[config.mk]
export PLATFORM = sky130hd
export DESIGN_NAME = lcd_pbus_master
export DESIGN_NICKNAME = d
export VERILOG_FILES = /design/src/rtl/pbus_pkg.sv /design/src/rtl/pbus_phase_timer.sv /design/src/rtl/pbus_seq.sv /design/src/rtl/pbus_pin_drive.sv /design/src/rtl/lcd_pbus_master.sv
export SDC_FILE = /design/constraint.sdc
export NUM_CORES = 1
export LEC_CHECK = 0
export ABC_AREA = 1
export BUFFER_PORTS_ARGS = -buffer_cell sky130_fd_sc_hd__buf_2
export CAP_MARGIN = 10
export CORE_ASPECT_RATIO = 0.9
export CORE_MARGIN = 2
export CORE_UTILIZATION = 45
export DETAILED_ROUTE_END_ITERATION = 8
export PLACE_DENSITY_LB_ADDON = 0.08
export SLEW_MARGIN = 20
export SYNTH_ARGS = -nofsm -noshare
export SYNTH_HDL_FRONTEND = slang
export SYNTH_SLANG_ARGS = --single-unit
[constraint.sdc]
create_clock -name clk -period 1.31 [get_ports clk]
set_input_delay 0.0655 -clock clk [delete_from_list [all_inputs] [get_ports clk]]
set_output_delay 0.0655 -clock clk [all_outputs]
set_load 0.01 [all_outputs]
[src/rtl/pbus_pkg.sv]
package pbus_pkg;
   typedef enum logic [1:0] {
      PH_IDLE   = 2'd0,
      PH_SETUP  = 2'd1,
      PH_STROBE = 2'd2,
      PH_GAP    = 2'd3
   } pbus_phase_e;
endpackage

[src/rtl/pbus_phase_timer.sv]
module pbus_phase_timer #(
   parameter int CNT_W = 4
) (
   input  logic             clk,
   input  logic             rst_n,
   input  logic             load,
   input  logic [CNT_W-1:0] load_val,
   output logic             done
);
   localparam logic [CNT_W-1:0] ONE = CNT_W'(1);

   logic [CNT_W-1:0] cnt_q;

   always_ff @(posedge clk or negedge rst_n) begin
      if (!rst_n)            cnt_q <= ONE;
      else if (load)         cnt_q <= load_val;
      else if (cnt_q > ONE)  cnt_q <= cnt_q - ONE;
   end

   assign done = (cnt_q <= ONE);
endmodule

[src/rtl/pbus_seq.sv]
module pbus_seq
   import pbus_pkg::*;
#(
   parameter int DATA_W = 16,
   parameter int CNT_W  = 4
) (
   input  logic              clk,
   input  logic              rst_n,
   input  logic              req_valid,
   input  logic [DATA_W-1:0] req_word,
   input  logic              req_is_data,
   input  logic [CNT_W-1:0]  cfg_setup,
   input  logic [CNT_W-1:0]  cfg_strobe,
   input  logic              t_done,
   output logic              t_load,
   output logic [CNT_W-1:0]  t_val,
   output pbus_phase_e       phase,
   output logic [DATA_W-1:0] word_q,
   output logic              dc_q
);
   localparam logic [CNT_W-1:0] ONE = CNT_W'(1);

   pbus_phase_e      nxt;
   logic [CNT_W-1:0] setup_eff, strobe_eff, strobe_q;
   logic             accept;

   assign setup_eff  = (cfg_setup  == '0) ? ONE : cfg_setup;
   assign strobe_eff = (cfg_strobe == '0) ? ONE : cfg_strobe;
   assign accept     = req_valid && (phase == PH_IDLE);

   always_comb begin
      nxt    = phase;
      t_load = 1'b0;
      t_val  = setup_eff;
      unique case (phase)
         PH_IDLE: if (accept) begin
            t_load = 1'b1;
            t_val  = setup_eff;
            nxt    = PH_SETUP;
         end
         PH_SETUP: if (t_done) begin
            t_load = 1'b1;
            t_val  = strobe_q;
            nxt    = PH_STROBE;
         end
         PH_STROBE: if (t_done) nxt = PH_GAP;
         PH_GAP:    nxt = PH_IDLE;
         default:   nxt = PH_IDLE;
      endcase
   end

   always_ff @(posedge clk or negedge rst_n) begin
      if (!rst_n) begin
         phase    <= PH_IDLE;
         word_q   <= '0;
         dc_q     <= 1'b0;
         strobe_q <= ONE;
      end else begin
         phase <= nxt;
         if (accept) begin
            word_q   <= req_word;
            dc_q     <= req_is_data;
            strobe_q <= strobe_eff;
         end
      end
   end
endmodule

[src/rtl/pbus_pin_drive.sv]
module pbus_pin_drive
   import pbus_pkg::*;
#(
   parameter int DATA_W        = 16,
   parameter bit IDLE_BUS_ZERO = 1'b1
) (
   input  pbus_phase_e       phase,
   input  logic [DATA_W-1:0] word_q,
   input  logic              dc_q,
   output logic              cs_n,
   output logic              dc,
   output logic              wr_n,
   output logic              rd_n,
   output logic [DATA_W-1:0] d,
   output logic              oe,
   output logic              ready,
   output logic              busy
);
   logic active;

   assign active = (phase == PH_SETUP) || (phase == PH_STROBE);
   assign cs_n   = !active;
   assign wr_n   = (phase != PH_STROBE);
   assign rd_n   = 1'b1;
   assign oe     = active;
   assign dc     = active ? dc_q : 1'b1;
   assign ready  = (phase == PH_IDLE);
   assign busy   = (phase != PH_IDLE);

   generate
      if (IDLE_BUS_ZERO) begin : g_idle_zero
         assign d = active ? word_q : '0;
      end else begin : g_idle_hold
         assign d = word_q;
      end
   endgenerate
endmodule

[src/rtl/lcd_pbus_master.sv]
module lcd_pbus_master
   import pbus_pkg::*;
#(
   parameter int DATA_W        = 16,
   parameter int CNT_W         = 4,
   parameter bit IDLE_BUS_ZERO = 1'b1
) (
   input  logic              clk,
   input  logic              rst_n,
   input  logic              req_valid,
   output logic              req_ready,
   input  logic [DATA_W-1:0] req_word,
   input  logic              req_is_data,
   input  logic [CNT_W-1:0]  cfg_setup,
   input  logic [CNT_W-1:0]  cfg_strobe,
   output logic              busy,
   output logic              bus_cs_n,
   output logic              bus_dc,
   output logic              bus_wr_n,
   output logic              bus_rd_n,
   output logic [DATA_W-1:0] bus_d,
   output logic              bus_oe
);
   initial begin
      if (DATA_W < 8 || DATA_W > 32) $error("lcd_pbus_master: DATA_W out of range");
      if (CNT_W < 1 || CNT_W > 16)   $error("lcd_pbus_master: CNT_W out of range");
   end

   pbus_phase_e       phase;
   logic [DATA_W-1:0] word_q;
   logic              dc_q, t_load, t_done;
   logic [CNT_W-1:0]  t_val;

   pbus_seq #(.DATA_W(DATA_W), .CNT_W(CNT_W)) u_seq (
      .clk(clk), .rst_n(rst_n), .req_valid(req_valid), .req_word(req_word),
      .req_is_data(req_is_data), .cfg_setup(cfg_setup), .cfg_strobe(cfg_strobe),
      .t_done(t_done), .t_load(t_load), .t_val(t_val), .phase(phase),
      .word_q(word_q), .dc_q(dc_q)
   );

   pbus_phase_timer #(.CNT_W(CNT_W)) u_tmr (
      .clk(clk), .rst_n(rst_n), .load(t_load), .load_val(t_val), .done(t_done)
   );

   pbus_pin_drive #(.DATA_W(DATA_W), .IDLE_BUS_ZERO(IDLE_BUS_ZERO)) u_pins (
      .phase(phase), .word_q(word_q), .dc_q(dc_q), .cs_n(bus_cs_n), .dc(bus_dc),
      .wr_n(bus_wr_n), .rd_n(bus_rd_n), .d(bus_d), .oe(bus_oe),
      .ready(req_ready), .busy(busy)
   );
endmodule

## Word level (Yosys, flattened, before mapping)

Cells that the tools add are included.

- Register bits after elaboration: 27
- Input bits: 28
- Output and inout port bits: 23
- Word-level logic and storage cells: 39

- Add/sub/neg operators: 1
- Order comparisons: 2
- Eq/ne operators: 7
- Multiplexer cells: 15
- Reductions and logical operators: 9

Operator list:

| cell | count |
|---|---|
| $mux W4 | 6 |
| $mux W16 | 1 |
| $logic_not A4 Y1 | 2 |
| $pmux W2 S4 | 1 |
| $mux W2 | 3 |
| $ne A2 B2 Y1 const B | 3 |
| $eq A2 B2 Y1 const B | 2 |
| $gt A4 B1 Y1 const B | 1 |
| $le A4 B1 Y1 const B | 1 |
| $reduce_bool A2 Y1 | 2 |
| $sub A4 B1 Y4 const B | 1 |
| $mux W1 | 3 |
| $reduce_and A3 Y1 | 1 |
| $eq A2 B1 Y1 const B | 1 |
| $logic_not A2 Y1 | 1 |
| $ne A2 B1 Y1 const B | 1 |
| $pmux W1 S2 | 1 |
| $logic_and A1 B1 Y1 | 1 |
| $logic_not A1 Y1 | 1 |
| $logic_or A1 B1 Y1 | 1 |

## Depth between registers and ports, before layout

Gate-level depths: netlist of run 1.

- Word-level depth: 5
- Gate-level depth with buffers: 11
- Depth with buffers taken out: 11

## Modules after synthesis

A second synthesis of run 1 with hierarchy kept.

- Cell total of the unflattened synthesis: 214
- Area total of the unflattened synthesis: 1,622.8 µm²

Modules (own cells, without submodules):

| module | instances | cells an instance | area an instance (µm²) | seq. area each (µm²) |
|---|---|---|---|---|
| pbus_seq | 1 | 131 | 1,131.1 | 576.8 |
| pbus_phase_timer | 1 | 37 | 265.3 | 101.3 |
| pbus_pin_drive | 1 | 46 | 226.5 | 0.0 |

## Worst setup path after synthesis of run 1

OpenSTA, ideal clock, no wires.

- Path type: register to register
- Start point: register u_tmr.cnt_q[0]
- End point: register u_tmr.cnt_q[1]
- Setup time: 0.116 ns
- Arrival: 1.298 ns
- Data required time: 1.194 ns
- Slack: -0.104 ns
- Stages on the path, launching flop included: 11
- Path buffers: 0
- Period minus slack after synthesis: 1.414 ns
- Cells stage by stage: dfstp_2 inv_1 ha_1 inv_1 nand2_2 nand3_4 nand2_4 inv_2 nand2_4 nand2_1 nand2_1

- Word-level cells in the longest chain between the ends: 4
- Elaborated cells on any way between the ends: 10
- Those cells by class: add/sub: 1; order compare: 2; mux: 6; reduce/logical: 1

Ends and longest elaborated chain:

| element | line | text |
|---|---|---|
| from (decl) | pbus_phase_timer.sv:12 | `logic [CNT_W-1:0] cnt_q;` |
| from (signal assigned) | pbus_phase_timer.sv:16 | `else if (load) cnt_q <= load_val;` |
| from (signal assigned) | pbus_phase_timer.sv:17 | `else if (cnt_q > ONE) cnt_q <= cnt_q - ONE;` |
| $le A4 B1 Y1 | pbus_phase_timer.sv:20 | `assign done = (cnt_q <= ONE);` |
| $mux W1 or $mux W4 (tied branches) | pbus_seq.sv:41 | `PH_SETUP: if (t_done) begin` |
| $pmux W1 S2 or $mux W4 (tied branches) | n/a |  |
| $mux W4 or $reduce_bool A2 Y1 (tied branches) | n/a |  |

Parallel ways exist; a longest one is shown, timed or not. The select of a mux whose other input is x is not followed.
A chain may end at the register's enable or synchronous reset.

## Final worst setup path of run 1

- Start point: register u_seq.phase[0]
- End point: output bus_dc

- Word-level cells in the longest chain between the ends: 3
- Elaborated cells on any way between the ends: 4
- Those cells by class: eq/ne: 2; mux: 1; reduce/logical: 1

Ends and longest elaborated chain:

| element | line | text |
|---|---|---|
| from (decl) | pbus_seq.sv:17 | `output pbus_phase_e phase,` |
| from (signal assigned) | pbus_seq.sv:59 | `phase <= nxt;` |
| $eq A2 B1 Y1 or $eq A2 B2 Y1 (tied branches) | pbus_pin_drive.sv:21 | `assign active = (phase == PH_SETUP) \|\| (phase == PH_STROBE);` |
| $logic_or A1 B1 Y1 * | pbus_pin_drive.sv:21 |  |
| $mux W1 * | pbus_pin_drive.sv:26 | `assign dc = active ? dc_q : 1'b1;` |
| to (decl) | lcd_pbus_master.sv:18 | `output logic bus_dc,` |

Mark *: on every way between the ends. The rest lies on a longest branch, timed or not.

==> flow_results.org, run 1 <==
** Synth
- Synthesis handed over a netlist of 207 instances.
- Number of different library cells in the post-synthesis netlist :: 23
- A synthesized cell averages 7.24 sq um.
- After synthesis the netlist holds a flip-flop and latch count of 27.
- The number of nets handed over by synthesis was 240.
- Post-synthesis cell area :: 1500 sq um
- Sequential share of the synthesized area :: 0.453
- Total of warnings raised by yosys :: 0

** Drt
- The detailed router finished its first iteration with 90 violations.
- DRT Pass-1 Iters :: 4
- Once detail routing completed, the nets flagged for antenna violations numbered 0.
- Residual DRC :: 0
- After detailed routing, the total wire length is 3590 um.
- In the routed layout, each cell is associated on average with a via count of 4.54.
- Average detailed-routed wire length per instance :: 10.8 um
- For this block, the via count after detailed routing is 1,506.

** Global route
- In the global route stage, met3 resource usage came out at 0.0402.
- The first global-routing pass estimated 5730 um of wire.
- The number of antenna violations at the first check in global routing was 0.
- Via count of the first global-routing pass :: 1,373
- The total overflow left after global routing is 0.
- Largest net degree at the start of global routing :: 28
- Met2 usage :: 0.353
- Most utilized layer in the global route result :: met2
- Gr usage total :: 0.195
- M1 GR Usage :: 0.244

** STA
- Pin slew with the least headroom to its limit :: 0.578 ns
- Measured against its own limit, the worst slew margin works out to 0.615.
- For the final database, setup skew stands at 0.00178 ns.
- Setup violations remaining at the end of the flow were counted as 23.
- RSZ-0062 raised after global routing :: true
- For this run, the top clock speed supported by timing is 666 MHz.
- Dividing the final minimum period by the clock period gives 1.15.
- The final max-slew violation count was 0.
- Min Tclk post-route :: 1.50 ns
- Across all setup checks in the final design, the least slack found is -0.191 ns.
- Setup TNS :: -3.21 ns
- The number of hold-slack violations in the final timing report came to 0.

** Cells and area
- Summing all multi-input logic gate instances after layout gives 729 sq um.
- The layout has 257 filler cells.
- Synthesis-to-finish area growth :: 53.9%
- For this run, the number of standard cells in the final layout without fillers is 332.
- Fraction of layout instances using a drive strength above 1 :: 0.397
- Number of nets at the end of the flow :: 324
- Leaving out fill and tap cells, the most frequent cells in the layout are sky130_fd_sc_hd__nand2_1 (82), sky130_fd_sc_hd__buf_2 (43), sky130_fd_sc_hd__dfrtp_1 (25), sky130_fd_sc_hd__inv_1 (24), sky130_fd_sc_hd__dlygate4sd3_1 (18).
- Area occupied by registers :: 678 sq um
- Most common cell after layout, fill and taps aside :: sky130_fd_sc_hd__nand2_1
- The number of antenna diodes in the final layout is 0.

** Placed design
- The count of buffers added on input and output ports is 49.
- The HPWL after detailed placement is 2340 um.
- Routability-driven placement finished with a final weighted congestion of 0.802.
- The number of placed instances, taps included, is 303.

** Worst setup path
- Endpoint arrival time on the critical path :: 1.44 ns
- Worst Setup End Kind :: output pin
- STA classifies the critical path startpoint as a flop.
- CP Class :: reg -> out
- Top fanout value on the critical path :: 5
- Data required time of the worst path :: 1.24 ns

** Hold path
- Worst Hold Class :: in -> reg

** Clock tree
- Worst skew pair latency :: 0.28 ns
- In this run, CTS created clock tree buffers numbering 3.
- CTS built an H-tree with a depth of 1.
- Root Buffer Master :: sky130_fd_sc_hd__clkbuf_8
- Clock-pin slew was measured on the worst setup and hold paths at 0.09 ns.
- Clock tree sinks :: 27
- TritonCTS clock tree :: built
- The clock passes through at most 2 buffers.

** Floorplanning
- The floorplan step defined a die boundary enclosing 3810 sq um.
- I/O pins :: 51
- From bottom edge to top edge, the die measures 58.7 um.
- Number of cell rows :: 19
- Initial core utilization :: 0.481
- The die is 64.8 um wide.
- Floorplan core area :: 3110 sq um

** Pwr
- Dividing total power by cell area gives a power density of 2610 nW/um^2.
- P_leak :: 1.38 nW
- Max IR drop VDD :: 1.46 mV

** Run status
- The flow ran to the end, but the final reports show violations.
- Failing checks :: setup timing

** Run
- # Max-Cap Violations :: 0
[through the flow]
stage                     hold slack [ns]  instance area (sq um)  power (W)  worst slack (ns)   util
final                              0.0612                   2300    0.00601            -0.191  0.740
after floorplan                    -0.230                   1530    0.00350           -0.0121      -
after global placement              0.106                   1870    0.00446           -0.0576  0.600
after detailed placement            0.111                   1870    0.00449           -0.0834  0.600
after CTS                          0.0617                   2190    0.00547            -0.149  0.702
after global routing               0.0816                   2300    0.00651            -0.253  0.740
[power breakdown]
group	total, W	internal (W)	switching [W]
Clock	0.000489	0.000216	0.000272
Sequential	0.00157	0.00127	0.000298
Combinational	0.00395	0.00191	0.00204
[layout make-up]
| class | count | share of cell area |
|---|---|---|
| Tap cell | 42 | 0.0228 |
| Sequential cell | 27 | 0.294 |
| Clock inverter | 1 | 0.00326 |
| Inverter | 39 | 0.0668 |
| Multi-Input combinational cell | 133 | 0.317 |
| Timing Repair Buffer | 87 | 0.279 |
| Clock buffer | 3 | 0.0179 |
[kinds of logic after synthesis]
family                     synth area share
xor gates and xnor gates            0.00585
buffers and inverters                 0.131
adders and majority gates            0.0418
other                               0.00250
and+or+nand+nor                       0.332
AOI/OAI and AO/OA                    0.0334
DFF                                   0.453
[synth_stat cells]
library cell               instances  area share
sky130_fd_sc_hd__a31oi_1           1      0.0042
sky130_fd_sc_hd__buf_2             4       0.013
sky130_fd_sc_hd__buf_4             4       0.020
sky130_fd_sc_hd__conb_1            1      0.0025
sky130_fd_sc_hd__dfrtp_1          25        0.42
sky130_fd_sc_hd__dfstp_2           2       0.035
sky130_fd_sc_hd__ha_1              5       0.042
sky130_fd_sc_hd__inv_1            36       0.090
sky130_fd_sc_hd__inv_2             3      0.0075
sky130_fd_sc_hd__nand2_1          93        0.23
sky130_fd_sc_hd__nand2_2           1      0.0042
sky130_fd_sc_hd__nand2_4           2       0.015
sky130_fd_sc_hd__nand3_1           7       0.023
sky130_fd_sc_hd__nand3_4           1       0.012
sky130_fd_sc_hd__nand3b_1          1      0.0050
sky130_fd_sc_hd__nand4_1           2      0.0084
sky130_fd_sc_hd__nor2_1            8       0.020
sky130_fd_sc_hd__nor2_4            1      0.0075
sky130_fd_sc_hd__o21ai_0           5       0.017
sky130_fd_sc_hd__o21ai_1           2      0.0067
sky130_fd_sc_hd__o21ai_2           1      0.0058
sky130_fd_sc_hd__or2_2             1      0.0042
sky130_fd_sc_hd__xnor2_1           1      0.0058
[worst max-delay path: stages, from the launching register on]
cell and delay (ns):
sky130_fd_sc_hd__dfrtp_1 0.39, sky130_fd_sc_hd__inv_2 0.06, sky130_fd_sc_hd__ha_4 0.32, sky130_fd_sc_hd__inv_2 0.05, sky130_fd_sc_hd__or2_4 0.22, sky130_fd_sc_hd__buf_6 0.12
[final timing paths]
| path | slack, ns | start | to | depth (start not counted) |
|---|---|---|---|---|
| max | -0.19 | u_seq.phase[0] | bus_dc | 5 |
| min reg2reg | 0.49 | u_seq.word_q[10] | u_seq.word_q[10] | 2 |
| max reg2reg | -0.12 | u_tmr.cnt_q[0] | u_tmr.cnt_q[1] | 10 |
| min in group asynchronous | 0.31 | rst_n | u_seq.word_q[4] | 2 |
| min | 0.06 | cfg_strobe[1] | u_seq.strobe_q[1] | 3 |
| max in group asynchronous | 0.61 | rst_n | u_tmr.cnt_q[0] | 2 |
[layer usage]
metal  part of all wire  vias up
met1               0.45      695
met5                  0        -
met3              0.042        4
met2               0.50       37
met4             0.0070        0
li1                   -      770
[state kept, by name, summed over array words and instances (netlist names)]
| register | count |
|---|---|
| u_seq.dc_q | 1 |
| u_seq.phase | 2 |
| u_seq.strobe_q | 4 |
| u_seq.word_q | 16 |
| u_tmr.cnt_q | 4 |
[what timing repair did]
item                                    4_1_cts  5_1_grt
gates cloned                                  0        1
hold buffers                                 18        0
resized for setup                            17       30
buffers inserted                              5        1
pin swaps                                     5       13
endpoints found under the hold margin        42        0
endpoints found under the setup margin       28       43
(Power assumes the default switching activity.)
==> run 2: changes to the inputs <==
- CORE_UTILIZATION: 45 -> 49
- clock period: 1.31 -> 1.6 ns (I/O delays scaled with it)
==> flow_results.org, run 2 (synthesis gave the netlist of run 1 again) <==
** Global route
- Overflow after GRT :: 0 (unchanged)
- Largest net degree at the start of global routing :: 28 (unchanged)
- Number of antenna violations at the first check in global routing :: 0 (unchanged)
- The global-route usage over all layers is 0.194 (was 0.195).
- Via count of the first global-routing pass :: 1,301 (was 1,373)
- Wire length of the first global-routing pass :: 5450 um (was 5730 um)

** STA
- Derived from the worst setup path, the maximum achievable clock frequency is 641 MHz.
- The final sum of negative setup slack came to 0 ns (was -3.21 ns).
- RSZ-0062 raised after global routing: true (unchanged).
- The clock period could shrink to 1.56 ns.
- The setup slack of the critical path after layout was 0.0388 ns (was -0.191 ns).
- The number of hold-slack violations in the final timing report is 0 (unchanged).
- Final Slew Violations :: 0 (unchanged)
- Of the available clock period, the critical path in the final layout requires 0.976.
- Worst Skew :: 0.00766 ns (was 0.00178 ns)
- The remaining max-slew budget at the tightest pin was 0.605 (was 0.615).
- Hold WS :: 0.0393 ns (was 0.0612 ns)
- The slew of the pin with the lowest slew margin is 0.593 ns (was 0.578 ns).
- The setup-violating endpoint count in the final report is 0 (was 23).

** Cells and area
- The most frequent standard cell in the layout excluding fill and tap cells was sky130_fd_sc_hd__nand2_1 (unchanged).
- Top Registers :: u_seq.word_q (16), u_seq.strobe_q (4), u_tmr.cnt_q (4) (unchanged)
- The area added between synthesis and finish is 40.8% (was 53.9%).
- Multi-input logic area :: 653 sq um (was 729 sq um)
- Filler instances :: 272 (was 257)
- Number of flip-flops in the largest register :: 16 (unchanged)
- The number of nets in the finished design is 315 (was 324).
- The share of cells above drive strength 1 came to 0.313 (was 0.397).
- The most flop-heavy register is u_seq.word_q (unchanged).
- Top library cells by usage in the layout, fill and taps aside: sky130_fd_sc_hd__nand2_1 (88), sky130_fd_sc_hd__buf_2 (47), sky130_fd_sc_hd__inv_1 (31), sky130_fd_sc_hd__dfrtp_1 (25), sky130_fd_sc_hd__dlygate4sd3_1 (18) (was sky130_fd_sc_hd__nand2_1 (82), sky130_fd_sc_hd__buf_2 (43), sky130_fd_sc_hd__dfrtp_1 (25), sky130_fd_sc_hd__inv_1 (24), sky130_fd_sc_hd__dlygate4sd3_1 (18)).
- The sequential cell area in the final layout was 678 sq um (unchanged).
- Count of antenna diodes in the layout :: 0 (unchanged)

** Floorplanning
- X dimension of the die :: 62.3 um (was 64.8 um)
- Floorplan core area :: 3000 sq um (was 3110 sq um)
- The overall die area came to 3520 sq um (was 3810 sq um).
- The I/O pin count came to 51 (unchanged).
- Number of cell rows :: 19 (unchanged)
- Height of the die :: 56.5 um (was 58.7 um)
- Initial core utilization :: 0.500 (was 0.481)

** Worst setup path
- Library cell appearing most often on the critical path :: sky130_fd_sc_hd__inv_2 (unchanged)
- The endpoint of the worst register-to-register path is u_tmr.cnt_q[2] (was u_tmr.cnt_q[1]).
- Worst Setup End Kind :: output pin (unchanged)
- The critical path start-end classification was reg -> out (unchanged).
- The family with the most delay on the worst path is flip-flops (unchanged).
- Startpoint of the lowest-slack register-to-register path :: u_tmr.cnt_q[0] (unchanged)
- Endpoint arrival time on the critical path :: 1.48 ns (was 1.44 ns)
- Top fanout value on the critical path :: 4 (was 5)
- Delay of the slowest critical-path stage :: 0.39 ns (about the same)
- The setup slack of the most critical reg-to-reg path came to 0.11 ns (was -0.12 ns).
- The buffer and inverter count on the worst path is 3 (unchanged).
- Depth of the worst register-to-register path :: 10 (unchanged)
- Critical path cell sequence: inv_2, ha_4, inv_2, or2_4, buf_6 (unchanged).
- The logic depth of the worst path, buffers included is 5 (unchanged).
- The critical path's slowest cell was sky130_fd_sc_hd__dfrtp_1 (unchanged).
- Data required time of the worst path :: 1.52 ns (was 1.24 ns)
- The critical path startpoint category is a flop (unchanged).

** Clock tree
- The TritonCTS clock tree is built (unchanged).
- The CTS root buffer is sky130_fd_sc_hd__clkbuf_4 (was sky130_fd_sc_hd__clkbuf_8).
- Worst skew pair latency :: 0.32 ns (was 0.28 ns)
- Clock tree sinks :: 27 (unchanged)
- The CTS buffer count was 3 (unchanged).
- The CTS H-tree depth came to 1 (unchanged).
- CTS clk-pin slew, worst paths :: 0.14 ns (was 0.09 ns)
- The maximum clock path buffer count came to 2 (unchanged).

** Placed design
- The placement-stage worst setup slack came to 0.0411 ns (was -0.0834 ns).
- The sum of net half-perimeters after detailed placement came to 2250 um (was 2340 um).
- Final GP Congestion :: 0.892 (was 0.802)
- Number of buffer cells added on primary ports :: 49 (unchanged)

** Run status
- Status: finished, final reports clean (was finished with violations).

** Drt
- DRT Pass-1 Iters :: 4 (unchanged)
- The overall via count from detail_route is 1,408 (was 1,506).
- Average detailed-routed wire length per instance :: 10.5 um (was 10.8 um)
- The routed wire length is 3390 um (was 3590 um).
- The DRC violation total after the first TritonRoute iteration is 55 (was 90).
- Routed length on met1 :: 1550 um (was 1620 um)
- Post-detailed-route count of antenna-violating nets :: 0 (unchanged)
- Residual DRC :: 0 (unchanged)
- Average via count per standard cell :: 4.36 (was 4.54)
- The wire length on met3 is 104 um (was 151 um).
- Length of routed met2 wiring :: 1710 um (was 1790 um)
- Highest layer used for signal routing :: met4 (unchanged)

** Hold path
- Hold-critical path endpoint :: u_seq.strobe_q[1] (unchanged)
- The worst min-delay path startpoint is cfg_strobe[1] (unchanged).
- Number of stages on the worst hold path :: 3 (unchanged)
- Worst Hold Class :: in -> reg (unchanged)

** Pwr
- The power per standard cell area came to 2040 nW/um^2 (was 2610 nW/um^2).
- The peak supply drop came to 1.08 mV (was 1.46 mV).
- P_leak :: 1.30 nW (was 1.38 nW)

** Run
- # Max-Cap Violations :: 0 (unchanged)
[run 2: final cells by class]
cell class / instances / area share
Sequential cell: 27 / 0.322
Clock inverter: 1 / 0.00237
Multi-Input combinational cell: 133 / 0.310
Timing Repair Buffer: 78 / 0.261
Inverter: 39 / 0.0694
Clock buffer: 3 / 0.0107
Tap cell: 42 / 0.0249
[run 2: stage by stage]
| stage | cell area (sq um) | std cells | util | power [W] |
|---|---|---|---|---|
| 3_5_place_dp | 1780 | 294 | 0.593 | 0.00343 |
| 5_1_grt | 2110 | 323 | 0.704 | 0.00471 |
| 4_1_cts | 2010 | 318 | 0.673 | 0.00386 |
| 6_report | 2110 | 323 | 0.704 | 0.00430 |
| 2_1_floorplan | 1500 | 207 | - | 0.00277 |
| 3_3_place_gp | 1780 | 294 | 0.593 | 0.00340 |
[run 2: what timing repair did]
| action | in CTS | in global routing |
|---|---|---|
| hold buffers | 18 | 0 |
| cloned | 0 | 1 |
| pin swaps | 0 | 1 |
| endpoints found under the hold margin | 42 | 0 |
| setup buffers | 2 | 4 |
| gates resized for setup | 2 | 16 |
| endpoints found under the setup margin | 17 | 23 |
[run 2: how the worst max path moves through the flow]
stage	startpoint	endpoint
after floorplan	u_tmr.cnt_q[0]	u_tmr.cnt_q[1]
after global placement	u_tmr.cnt_q[0]	u_seq.phase[0]
after detailed placement	u_tmr.cnt_q[0]	u_tmr.cnt_q[2]
after CTS	u_seq.phase[1]	bus_dc
after global routing	u_seq.phase[1]	bus_dc
final	u_seq.phase[1]	bus_dc
[run 2: power breakdown]
group          leakage (nW)  total (W)  internal (W)  switching, W
registers             0.331    0.00125       0.00104      0.000215
logic                 0.956    0.00276       0.00127       0.00149
clock network        0.0177   0.000286     0.0000935      0.000192
[run 2: layer usage]
metal  vias to the layer above  track usage
li1                        747            -
met1                       632        0.244
met2                        27        0.352
met3                         2       0.0200
met4                         0       0.0635
met5                         -            0
[run 2: worst register-to-register path, cell delays in order, from the launching register on]
cell                      delay [ns]
sky130_fd_sc_hd__dfstp_2        0.58
sky130_fd_sc_hd__inv_2          0.06
sky130_fd_sc_hd__ha_2           0.18
sky130_fd_sc_hd__inv_1          0.06
sky130_fd_sc_hd__nand2_2        0.09
sky130_fd_sc_hd__nand3_4        0.12
sky130_fd_sc_hd__inv_2          0.06
sky130_fd_sc_hd__nand2_1        0.06
sky130_fd_sc_hd__nand2_1        0.05
sky130_fd_sc_hd__nor2_1         0.10
sky130_fd_sc_hd__nor2_1         0.05
==> run 3: changes to the inputs <==
- SETUP_SLACK_MARGIN: unset -> 0.05
==> flow_results.org, run 3 (synthesis gave the netlist of run 1 again) <==
** STA
- The maximum clock skew at final layout came to 0.00515 ns (was 0.00766 ns).
- RSZ-0062 raised after global routing :: true (unchanged)
- The remaining max-slew budget at the tightest pin was 0.598 (was 0.605).
- The share of the clock period used by the worst path after layout is 0.964 (was 0.976).
- The final max-slew violation count is 0 (unchanged).
- The setup-violating endpoint count in the final report is 0 (unchanged).
- The setup slack of the critical path after layout came to 0.0577 ns (was 0.0388 ns).
- The final period demand of the worst path is 1.54 ns (was 1.56 ns).
- Fmax :: 648 MHz (was 641 MHz)
- The number of hold-slack violations in the final timing report was 0 (unchanged).
- The slew of the pin with the lowest slew margin was 0.603 ns (was 0.593 ns).

** Clock tree
- The CTS buffer count is 3 (unchanged).
- Clock tree sinks :: 27 (unchanged)
- TritonCTS clock tree :: built (unchanged)
- The CTS H-tree depth came to 1 (unchanged).
- Worst skew pair latency :: 0.32 ns (about the same)
- CTS clk-pin slew, worst paths :: 0.14 ns (about the same)
- The maximum clock path buffer count is 2 (unchanged).
- The CTS root buffer was sky130_fd_sc_hd__clkbuf_4 (unchanged).

** Floorplanning
- Height of the die :: 56.5 um (unchanged)
- The die boundary width was 62.3 um (unchanged).
- Initial core utilization :: 0.500 (unchanged)
- The I/O pin count came to 51 (unchanged).
- Total Die Area :: 3520 sq um (unchanged)
- Number of cell rows :: 19 (unchanged)
- The core outline area was 3000 sq um (unchanged).

** Drt
- The routed wire length is 3430 um (was 3390 um).
- The routed via count divided by cell count was 4.36 (about the same).
- The DRC violation total after the first TritonRoute iteration came to 45 (was 55).
- The routed length per placed instance came to 10.5 um (about the same).
- The post-detailed-route count of antenna-violating nets came to 0 (unchanged).
- Via total after detailed routing :: 1,425 (was 1,408)
- The number of design rule violations left after detail routing was 0 (unchanged).
- DRT Pass-1 Iters :: 6 (was 4)

** Pwr
- Max IR drop VDD :: 0.925 mV (was 1.08 mV)
- P_leak :: 1.32 nW (was 1.30 nW)
- The power per standard cell area was 2010 nW/um^2 (was 2040 nW/um^2).

** Worst setup path
- The beginning of the critical path is u_seq.phase[1] (unchanged).
- Critical R2R Capture :: u_tmr.cnt_q[2] (unchanged)
- Nature of the critical path startpoint :: flop (unchanged)
- Reg-to-reg slack, setup :: 0.13 ns (was 0.11 ns)
- The critical path start-end classification is reg -> out (unchanged).
- The data arrival time of the worst path came to 1.46 ns (was 1.48 ns).
- The worst reg2reg path startpoint was u_tmr.cnt_q[0] (unchanged).
- The end point of the critical path is bus_dc (unchanged).
- The biggest fanout along the worst timing path is 3 (was 4).
- The depth of the worst register-to-register path was 10 (unchanged).
- Data required time of the worst path :: 1.52 ns (about the same)
- The element type at the critical path end is an output pin (unchanged).

** Cells and area
- Number of nets at the end of the flow :: 319 (was 315)
- Register containing the most flip-flops in the final layout :: u_seq.word_q (unchanged)
- Top library cells by usage in the layout, fill and taps aside :: sky130_fd_sc_hd__nand2_1 (90), sky130_fd_sc_hd__buf_2 (44), sky130_fd_sc_hd__inv_1 (26), sky130_fd_sc_hd__dfrtp_1 (25), sky130_fd_sc_hd__dlygate4sd3_1 (18) (was sky130_fd_sc_hd__nand2_1 (88), sky130_fd_sc_hd__buf_2 (47), sky130_fd_sc_hd__inv_1 (31), sky130_fd_sc_hd__dfrtp_1 (25), sky130_fd_sc_hd__dlygate4sd3_1 (18))
- The share of cells above drive strength 1 is 0.344 (was 0.313).
- Filler instances :: 258 (was 272)
- Number of flip-flops in the largest register :: 16 (unchanged)
- Top Registers :: u_seq.word_q (16), u_seq.strobe_q (4), u_tmr.cnt_q (4) (unchanged)
- The most frequent standard cell in the layout excluding fill and tap cells is sky130_fd_sc_hd__nand2_1 (unchanged).
- Count of antenna diodes in the layout :: 0 (unchanged)
- Synthesis-to-finish area growth :: 45.1% (was 40.8%)
- Finished layout cell area :: 2170 sq um (was 2110 sq um)

** Placed design
- The placement-stage worst setup slack came to 0.0411 ns (unchanged).
- The final weighted congestion in routability-driven placement came to 0.892 (unchanged).
- DP Wirelength :: 2250 um (unchanged)
- The placed cell area is 1780 sq um (unchanged).
- The port buffer count is 49 (unchanged).

** Hold path
- Worst Hold Class :: in -> reg (unchanged)

** Global route
- The global-route wire length before repair came to 5510 um (was 5450 um).
- The largest net degree at the start of global routing is 28 (unchanged).
- Number of antenna violations at the first check in global routing :: 0 (unchanged)
- The met3 usage in global routing was 0.0200 (unchanged).
- The highest-utilization routing layer at the global route stage is met2 (unchanged).
- The via count of the first global-routing pass was 1,308 (was 1,301).
- Overflow after GRT :: 0 (unchanged)
- Gr usage total :: 0.196 (was 0.194)
- M1 GR Usage :: 0.244 (unchanged)
- Met2 usage :: 0.362 (was 0.352)

** Run
- The max-cap check violation count is 0 (unchanged).

** Run status
- Status :: finished, final reports clean (unchanged)
run 3: how the worst min path moves through the flow:
| stage | from | endpoint | slack, ns | cells past startpoint |
|---|---|---|---|---|
| after floorplan | rst_n | u_seq.dc_q | -0.22 | 0 |
| after global placement | rst_n | u_seq.word_q[6] | 0.12 | 1 |
| after detailed placement | rst_n | u_seq.word_q[6] | 0.12 | 1 |
| after CTS | cfg_strobe[1] | u_seq.strobe_q[1] | 0.03 | 3 |
| after global routing | cfg_strobe[1] | u_seq.strobe_q[1] | 0.02 | 3 |
| final | cfg_strobe[2] | u_seq.strobe_q[2] | 0.04 | 3 |
run 3: power breakdown:
part | switching [W] | internal, W
Combinational | 0.00152 | 0.00132
Clock | 0.000190 | 0.0000935
Sequential | 0.000210 | 0.00104
Total | 0.00192 | 0.00245
run 3: area by class of cell:
class,count,area (sq um),area share
Multi-Input combinational cell,133,683,0.314
Inverter,39,146,0.0674
Clock buffer,3,22.5,0.0104
Clock inverter,1,5.00,0.00230
Timing Repair Buffer,82,586,0.269
Sequential cell,27,678,0.312
Tap cell,42,52.6,0.0242
run 3: per-stage QoR:
stage	util	power, W	setup TNS (ns)	hold WS, ns	cells
2_1_floorplan	-	0.00277	0	-0.216	207
3_3_place_gp	0.593	0.00340	0	0.119	294
3_5_place_dp	0.593	0.00343	0	0.119	294
4_1_cts	0.681	0.00395	0	0.0315	320
5_1_grt	0.726	0.00477	-0.0179	0.0188	327
6_report	0.726	0.00437	0	0.0433	327
run 3: worst max-delay path, cell delays in order, from the launching register on:
cell and delay (ns):
sky130_fd_sc_hd__dfrtp_1 0.39, sky130_fd_sc_hd__inv_2 0.06, sky130_fd_sc_hd__ha_4 0.29, sky130_fd_sc_hd__inv_1 0.06
sky130_fd_sc_hd__or2_4 0.23, sky130_fd_sc_hd__buf_6 0.12
run 3: per-layer routing:
metal	part of all wire	up-vias	routed length [um]
met5	0	-	0
met4	0.0064	0	22
met3	0.026	2	88
met2	0.51	25	1750
met1	0.46	642	1570
li1	-	756	-
run 3: what timing repair did:
action | 4_1_cts | 5_1_grt
gates resized for setup | 6 | 25
endpoints found under the setup margin | 20 | 27
hold buffers | 18 | 0
endpoints found under the hold margin | 42 | 0
setup buffers | 4 | 7
pin swaps | 1 | 9
